[config.mk]
export PLATFORM = sky130hd
export DESIGN_NAME = chan_irq_unit
export DESIGN_NICKNAME = d
export VERILOG_FILES = /design/src/rtl/chan_irq_pkg.sv /design/src/rtl/chan_irq_evmap.sv /design/src/rtl/chan_irq_reqbank.sv /design/src/rtl/chan_irq_regport.sv /design/src/rtl/chan_irq_unit.sv
export SDC_FILE = /design/constraint.sdc
export NUM_CORES = 1
export LEC_CHECK = 0
export BUFFER_PORTS_ARGS = -buffer_cell sky130_fd_sc_hd__buf_2
export CAP_MARGIN = 10
export CORE_UTILIZATION = 28
export CTS_BUF_LIST = sky130_fd_sc_hd__clkbuf_8
export DETAILED_ROUTE_END_ITERATION = 8
export PLACE_DENSITY = 0.77
export REMOVE_ABC_BUFFERS = 1
export SLEW_MARGIN = 15
export SYNTH_ARGS = -nofsm -noshare
export SYNTH_HDL_FRONTEND = slang
export SYNTH_SLANG_ARGS = --single-unit
[constraint.sdc]
create_clock -name clk -period 0.92 [get_ports clk]
set_clock_uncertainty 0.2 [all_clocks]
set_input_delay 0.092 -clock clk [delete_from_list [all_inputs] [get_ports clk]]
set_output_delay 0.092 -clock clk [all_outputs]
set_load 0.05 [all_outputs]
[src/rtl/chan_irq_pkg.sv]
package chan_irq_pkg;
    localparam int REG_W       = 32;
    localparam int WORD_ADDR_W = 4;
    localparam int DONE_POS    = 1;
    localparam int ABORT_POS   = 13;

    localparam logic [REG_W-1:0] IMPL_BITS =
        (REG_W'(1) << DONE_POS) | (REG_W'(1) << ABORT_POS);

    localparam logic [WORD_ADDR_W-1:0] OFS_LIVE   = WORD_ADDR_W'(4);
    localparam logic [WORD_ADDR_W-1:0] OFS_LATCH  = WORD_ADDR_W'(5);
    localparam logic [WORD_ADDR_W-1:0] OFS_MASK   = WORD_ADDR_W'(6);
    localparam logic [WORD_ADDR_W-1:0] OFS_DETECT = WORD_ADDR_W'(7);

    typedef enum logic [2:0] {
        SEL_NONE,
        SEL_LIVE,
        SEL_LATCH,
        SEL_MASK,
        SEL_DETECT
    } reg_sel_e;
endpackage

[src/rtl/chan_irq_evmap.sv]
module chan_irq_evmap
    import chan_irq_pkg::*;
#(
    parameter int W         = REG_W,
    parameter int DONE_BIT  = DONE_POS,
    parameter int ABORT_BIT = ABORT_POS
) (
    input  logic         done_evt,
    input  logic         abort_evt,
    output logic [W-1:0] evt_vec
);
    // An abort also ends the transfer, so it raises the done bit as well.
    for (genvar i = 0; i < W; i++) begin : g_bit
        if (i == ABORT_BIT) begin : g_abort
            assign evt_vec[i] = abort_evt;
        end else if (i == DONE_BIT) begin : g_done
            assign evt_vec[i] = done_evt | abort_evt;
        end else begin : g_unused
            assign evt_vec[i] = 1'b0;
        end
    end
endmodule

[src/rtl/chan_irq_reqbank.sv]
module chan_irq_reqbank
    import chan_irq_pkg::*;
#(
    parameter int           W    = REG_W,
    parameter logic [W-1:0] IMPL = IMPL_BITS
) (
    input  logic         clk,
    input  logic         rst_n,
    input  logic [W-1:0] set_vec,
    input  logic [W-1:0] clr_vec,
    output logic [W-1:0] req_q
);
    // Set has priority over a same-cycle clear.
    always_ff @(posedge clk or negedge rst_n) begin
        if (!rst_n) begin
            req_q <= '0;
        end else begin
            req_q <= (set_vec | (req_q & ~clr_vec)) & IMPL;
        end
    end

    for (genvar i = 0; i < W; i++) begin : g_chk
        if (IMPL[i]) begin : g_impl
            // a set always lands, even against a clear
            p_set_wins_r6: assert property (@(posedge clk) disable iff (!rst_n)
                set_vec[i] |=> req_q[i]);
            // a clear without a set empties the bit
            p_clear_r5: assert property (@(posedge clk) disable iff (!rst_n)
                (!set_vec[i] && clr_vec[i]) |=> !req_q[i]);
            // with neither set nor clear the bit is sticky
            p_sticky_r3: assert property (@(posedge clk) disable iff (!rst_n)
                (!set_vec[i] && !clr_vec[i]) |=> $stable(req_q[i]));
        end
    end
endmodule

[src/rtl/chan_irq_regport.sv]
module chan_irq_regport
    import chan_irq_pkg::*;
#(
    parameter int           W    = REG_W,
    parameter int           AW   = WORD_ADDR_W,
    parameter logic [W-1:0] IMPL = IMPL_BITS
) (
    input  logic          clk,
    input  logic          rst_n,
    input  logic          wr_en,
    input  logic [AW-1:0] addr,
    input  logic [W-1:0]  wdata,
    input  logic [W-1:0]  live_q,
    input  logic [W-1:0]  req_q,
    output logic [W-1:0]  clr_vec,
    output logic [W-1:0]  mask_q,
    output logic [W-1:0]  detect,
    output logic [W-1:0]  rdata
);
    reg_sel_e sel;

    always_comb begin
        unique case (addr)
            AW'(OFS_LIVE):   sel = SEL_LIVE;
            AW'(OFS_LATCH):  sel = SEL_LATCH;
            AW'(OFS_MASK):   sel = SEL_MASK;
            AW'(OFS_DETECT): sel = SEL_DETECT;
            default:         sel = SEL_NONE;
        endcase
    end

    always_ff @(posedge clk or negedge rst_n) begin
        if (!rst_n) begin
            mask_q <= '0;
        end else if (wr_en && sel == SEL_MASK) begin
            mask_q <= wdata & IMPL;
        end
    end

    assign clr_vec = (wr_en && sel == SEL_LATCH) ? wdata : '0;
    assign detect  = req_q & mask_q;

    always_comb begin
        unique case (sel)
            SEL_LIVE:   rdata = live_q;
            SEL_LATCH:  rdata = req_q;
            SEL_MASK:   rdata = mask_q;
            SEL_DETECT: rdata = detect;
            SEL_NONE:   rdata = '0;
            default:    rdata = '0;
        endcase
    end

    // the mask changes only on a write to its own offset
    p_mask_hold_r7: assert property (@(posedge clk) disable iff (!rst_n)
        !(wr_en && addr == AW'(OFS_MASK)) |=> $stable(mask_q));
    // unmapped offsets read as zero
    p_unmapped_zero_r10: assert property (@(posedge clk) disable iff (!rst_n)
        (addr > AW'(OFS_DETECT) || addr < AW'(OFS_LIVE)) |-> (rdata == '0));
endmodule

[src/rtl/chan_irq_unit.sv]
module chan_irq_unit
    import chan_irq_pkg::*;
#(
    parameter int W         = REG_W,
    parameter int AW        = WORD_ADDR_W,
    parameter int DONE_BIT  = DONE_POS,
    parameter int ABORT_BIT = ABORT_POS
) (
    input  logic          clk,
    input  logic          rst_n,
    input  logic          done_evt,
    input  logic          abort_evt,
    input  logic          reg_wr,
    input  logic [AW-1:0] reg_addr,
    input  logic [W-1:0]  reg_wdata,
    output logic [W-1:0]  reg_rdata,
    output logic          irq
);
    localparam logic [W-1:0] IMPL =
        (W'(1) << DONE_BIT) | (W'(1) << ABORT_BIT);

    logic [W-1:0] evt_vec;
    logic [W-1:0] live_q;
    logic [W-1:0] req_q;
    logic [W-1:0] clr_vec;
    logic [W-1:0] mask_q;
    logic [W-1:0] detect;

    chan_irq_evmap #(.W(W), .DONE_BIT(DONE_BIT), .ABORT_BIT(ABORT_BIT)) u_evmap (
        .done_evt  (done_evt),
        .abort_evt (abort_evt),
        .evt_vec   (evt_vec)
    );

    always_ff @(posedge clk or negedge rst_n) begin
        if (!rst_n) begin
            live_q <= '0;
        end else begin
            live_q <= evt_vec & IMPL;
        end
    end

    chan_irq_reqbank #(.W(W), .IMPL(IMPL)) u_reqbank (
        .clk     (clk),
        .rst_n   (rst_n),
        .set_vec (evt_vec),
        .clr_vec (clr_vec),
        .req_q   (req_q)
    );

    chan_irq_regport #(.W(W), .AW(AW), .IMPL(IMPL)) u_regport (
        .clk     (clk),
        .rst_n   (rst_n),
        .wr_en   (reg_wr),
        .addr    (reg_addr),
        .wdata   (reg_wdata),
        .live_q  (live_q),
        .req_q   (req_q),
        .clr_vec (clr_vec),
        .mask_q  (mask_q),
        .detect  (detect),
        .rdata   (reg_rdata)
    );

    assign irq = |detect;

    // an abort pulse latches both the abort and the done bit
    p_abort_both_r4: assert property (@(posedge clk) disable iff (!rst_n)
        abort_evt |=> (req_q[ABORT_BIT] && req_q[DONE_BIT]));
    // with nothing enabled the shared line stays low
    p_irq_quiet_r9: assert property (@(posedge clk) disable iff (!rst_n)
        (mask_q == '0) |-> !irq);
    // the live view clears one cycle after a quiet cycle
    p_live_clears_r2: assert property (@(posedge clk) disable iff (!rst_n)
        (!done_evt && !abort_evt) |=> (live_q == '0));
endmodule

==> impl_metrics.toml <==
[timing]
hold_ws_ns = -0.09996
hold_viol_final = 4
period_needed_ns = 1.437
period_share_pct = 156.2
rsz0062_at_grt = "yes"
finalMaxSlewViolations = 0
setup_slack_ns = -0.5170
fmax_mhz = 695.9
finalSetupViolations = 8

[setup_path]
reg2reg_from = "u_regport.mask_q[13]"
start_kind = "flop"
cp-startpoint = "u_regport.mask_q[1]"
path_class = "reg -> out"
crit_path_end_kind = "output port"
worst_ep_required_time_ns = 0.63
worst_r2r_path_depth = 2
crit_arrival_ns = 1.14
cp_max_fo = 2

[synthesis]
postSynthAreaPerCell_um2 = 9.276
synth.most_common_cell = "buf_4"
synth-compound-area-share_pct = 4.419
synthAdderAreaFrac_pct = 0
ys_types = 14
ys_seq_area_share_pct = 27.91
yosys-top-cells-count = "buf_4 (30), dfrtp_1 (6), nor2b_1 (4)"
synthTopCellsByArea = "buf_4 (42%), dfrtp_1 (28%), nor2b_1 (4.7%), mux2_1 (4.2%), nand3b_4 (3.7%)"
syn_inst = 58
synth_simple_gate_area_share_pct = 20.93
synth_top_family_by_area = "buffers and inverters"
yosysTopAreaCell = "buf_4"
synth.ff_latch_count = 6
synth-edff-count = 0
async_reset_ff_share_pct = 100.0
syn_area_um2 = 538.0
ys.flop_type = "dfrtp_1"
yosys.area.top_type_share_pct = 41.86
yosysWarnings = 0
synth.area.mux_share_pct = 4.186
synthXorXnorAreaFrac_pct = 0

[clocking]
clk-insertion-delay-late_ns = 0.22
clk_pin_slew_worst_paths_ns = 0.04
cts.sinks = 6
htree_levels = 1
cts_inserted_buffers = 3
clock-root-buffer = "clkbuf_8"
cts_tree = "yes"
cts_max_path_buffers = 2

[floorplan]
die_area_um2 = 2101
die_y_um = 45.84
core-area_um2 = 1764
fp-row-count = 15
initial_core_util_pct = 30.50
die_w_um = 45.84
io_pins = 74

[finish]
fin_cells = 108
nets = 126
drive_gt1_share_pct = 36.14
regArea_um2 = 150.1
nFillCells = 190
multiInputGateArea_um2 = 290.3
num_antenna_cells = 0
final_core_util_pct = 38.37
syn_to_final_growth_pct = 25.81

[global_routing]
grt_pass1_wl_um = 1248
antenna_found_initial = 0
grt_max_degree = 7
grtUsageTotal_pct = 9.076
grt-ovfl-total = 0
grt_pass1_vias = 303

[route]
viasPerCell = 3.528
dr_total_vias = 381
detailedRoute.firstPassIterationCount = 1
drc = 0
wirelength_um = 896
routedWlPerCell_um = 8.296
drt-initial-drc-count = 0
ant_nets = 0

[placed_design]
gp_congestion = 0.8203
portBuffers = 13
dp_cells = 102
hpwl_um = 725

[outcome]
outcome = "finished, violations left"
violations = "negative hold slack, negative setup slack"

[power]
pwr-share-comb_pct = 44.7
clkPwrFrac_pct = 30.8
sw_frac_of_total_pct = 42.07
ir_worst_vdd_uv = 688.8
power-per-cell-area_nw_per_um2 = 1859
p_int_mw = 0.7290
power.share.sequential_pct = 24.6
power_mw = 1.258
p_leak_nw = 0.3506
netSwitchingPower_mw = 0.5293

[run]
maxCapViolCount = 0

[min_path]
hold_depth = 2
hold_path_class = "in -> reg"
min_from = "done_evt"
==> state kept, by name, summed over array words and instances (netlist names) <==
name	count
live_q	2
u_regport.mask_q	2
u_reqbank.req_q	2
==> cells in the final DEF (no fill, tap or decap), types with 3 or more instances in the layout <==
master,count
conb_1,30
clkbuf_8,3
nand2b_1,3
buf_6,3
buf_4,8
dfrtp_1,6
buf_2,10
nor2b_1,4
==> metal layers <==
| metal | GRT usage, % | part of all wire, % | vias up | routed length, µm |
|---|---|---|---|---|
| li1 | - | - | 182 | - |
| met1 | 9.375 | 40 | 171 | 359 |
| met2 | 14.57 | 50 | 28 | 448 |
| met3 | 7.143 | 9.8 | 0 | 88 |
| met4 | 1.765 | 0 | 0 | 0 |
| met5 | 0 | 0 | - | 0 |
==> metrics by stage <==
stage / setup TNS (ns) / area, µm² / worst slack [ns]
2_1_floorplan: -3.064 / 421.7 / -1.296
3_3_place_gp: -1.926 / 570.5 / -0.3280
3_5_place_dp: -2.025 / 570.5 / -0.3387
4_1_cts: -2.453 / 663.1 / -0.5147
5_1_grt: -2.626 / 676.9 / -0.5711
6_report: -2.366 / 676.9 / -0.5170
==> layout make-up <==
type | count | share of cell area [%]
Clock buffer | 3 | 6.100
Timing Repair Buffer | 23 | 24.21
Multi-Input combinational cell | 51 | 42.88
Tap cell | 25 | 4.621
Sequential cell | 6 | 22.18
==> worst max-delay path: stages, from the launching register on <==
cell,delay (ns)
dfrtp_1,0.36
nor2b_1,0.05
nor4_1,0.27
buf_4,0.24
==> kinds of logic after synthesis <==
kind of cell | after synthesis
flops | 6
other cells | 1
mux | 2
buf+inv | 30
compound gates | 3
simple gates | 16
==> worst paths after layout <==
kind                                   endpoint  slack, ns
setup / recovery                   reg_rdata[1]      -0.52
hold / removal                        live_q[1]       -0.1
setup reg to reg           u_regport.mask_q[13]      -0.18
hold reg to reg              u_reqbank.req_q[1]       0.37
max in group asynchronous   u_reqbank.req_q[13]       0.35
min in group asynchronous  u_regport.mask_q[13]       0.03
==> power by group through the flow <==
stage               Sequential (mW)  Combinational [mW]  Clock (mW)
global placement              0.309               0.475           0
detailed placement            0.311               0.480           0
floorplan                     0.306               0.389           0
finish                        0.309               0.562       0.387
CTS                           0.306               0.544       0.397
global route                  0.312               0.592       0.416
==> what timing repair did <==
action,4_1_cts,5_1_grt
pin swaps,1,1
gates resized for setup,7,3
setup buffers,1,0
endpoints found under the setup margin,6,8
hold buffers,2,1
hold endpoints to repair,12,5
No activity file was read; power rests on OpenSTA's default activity.
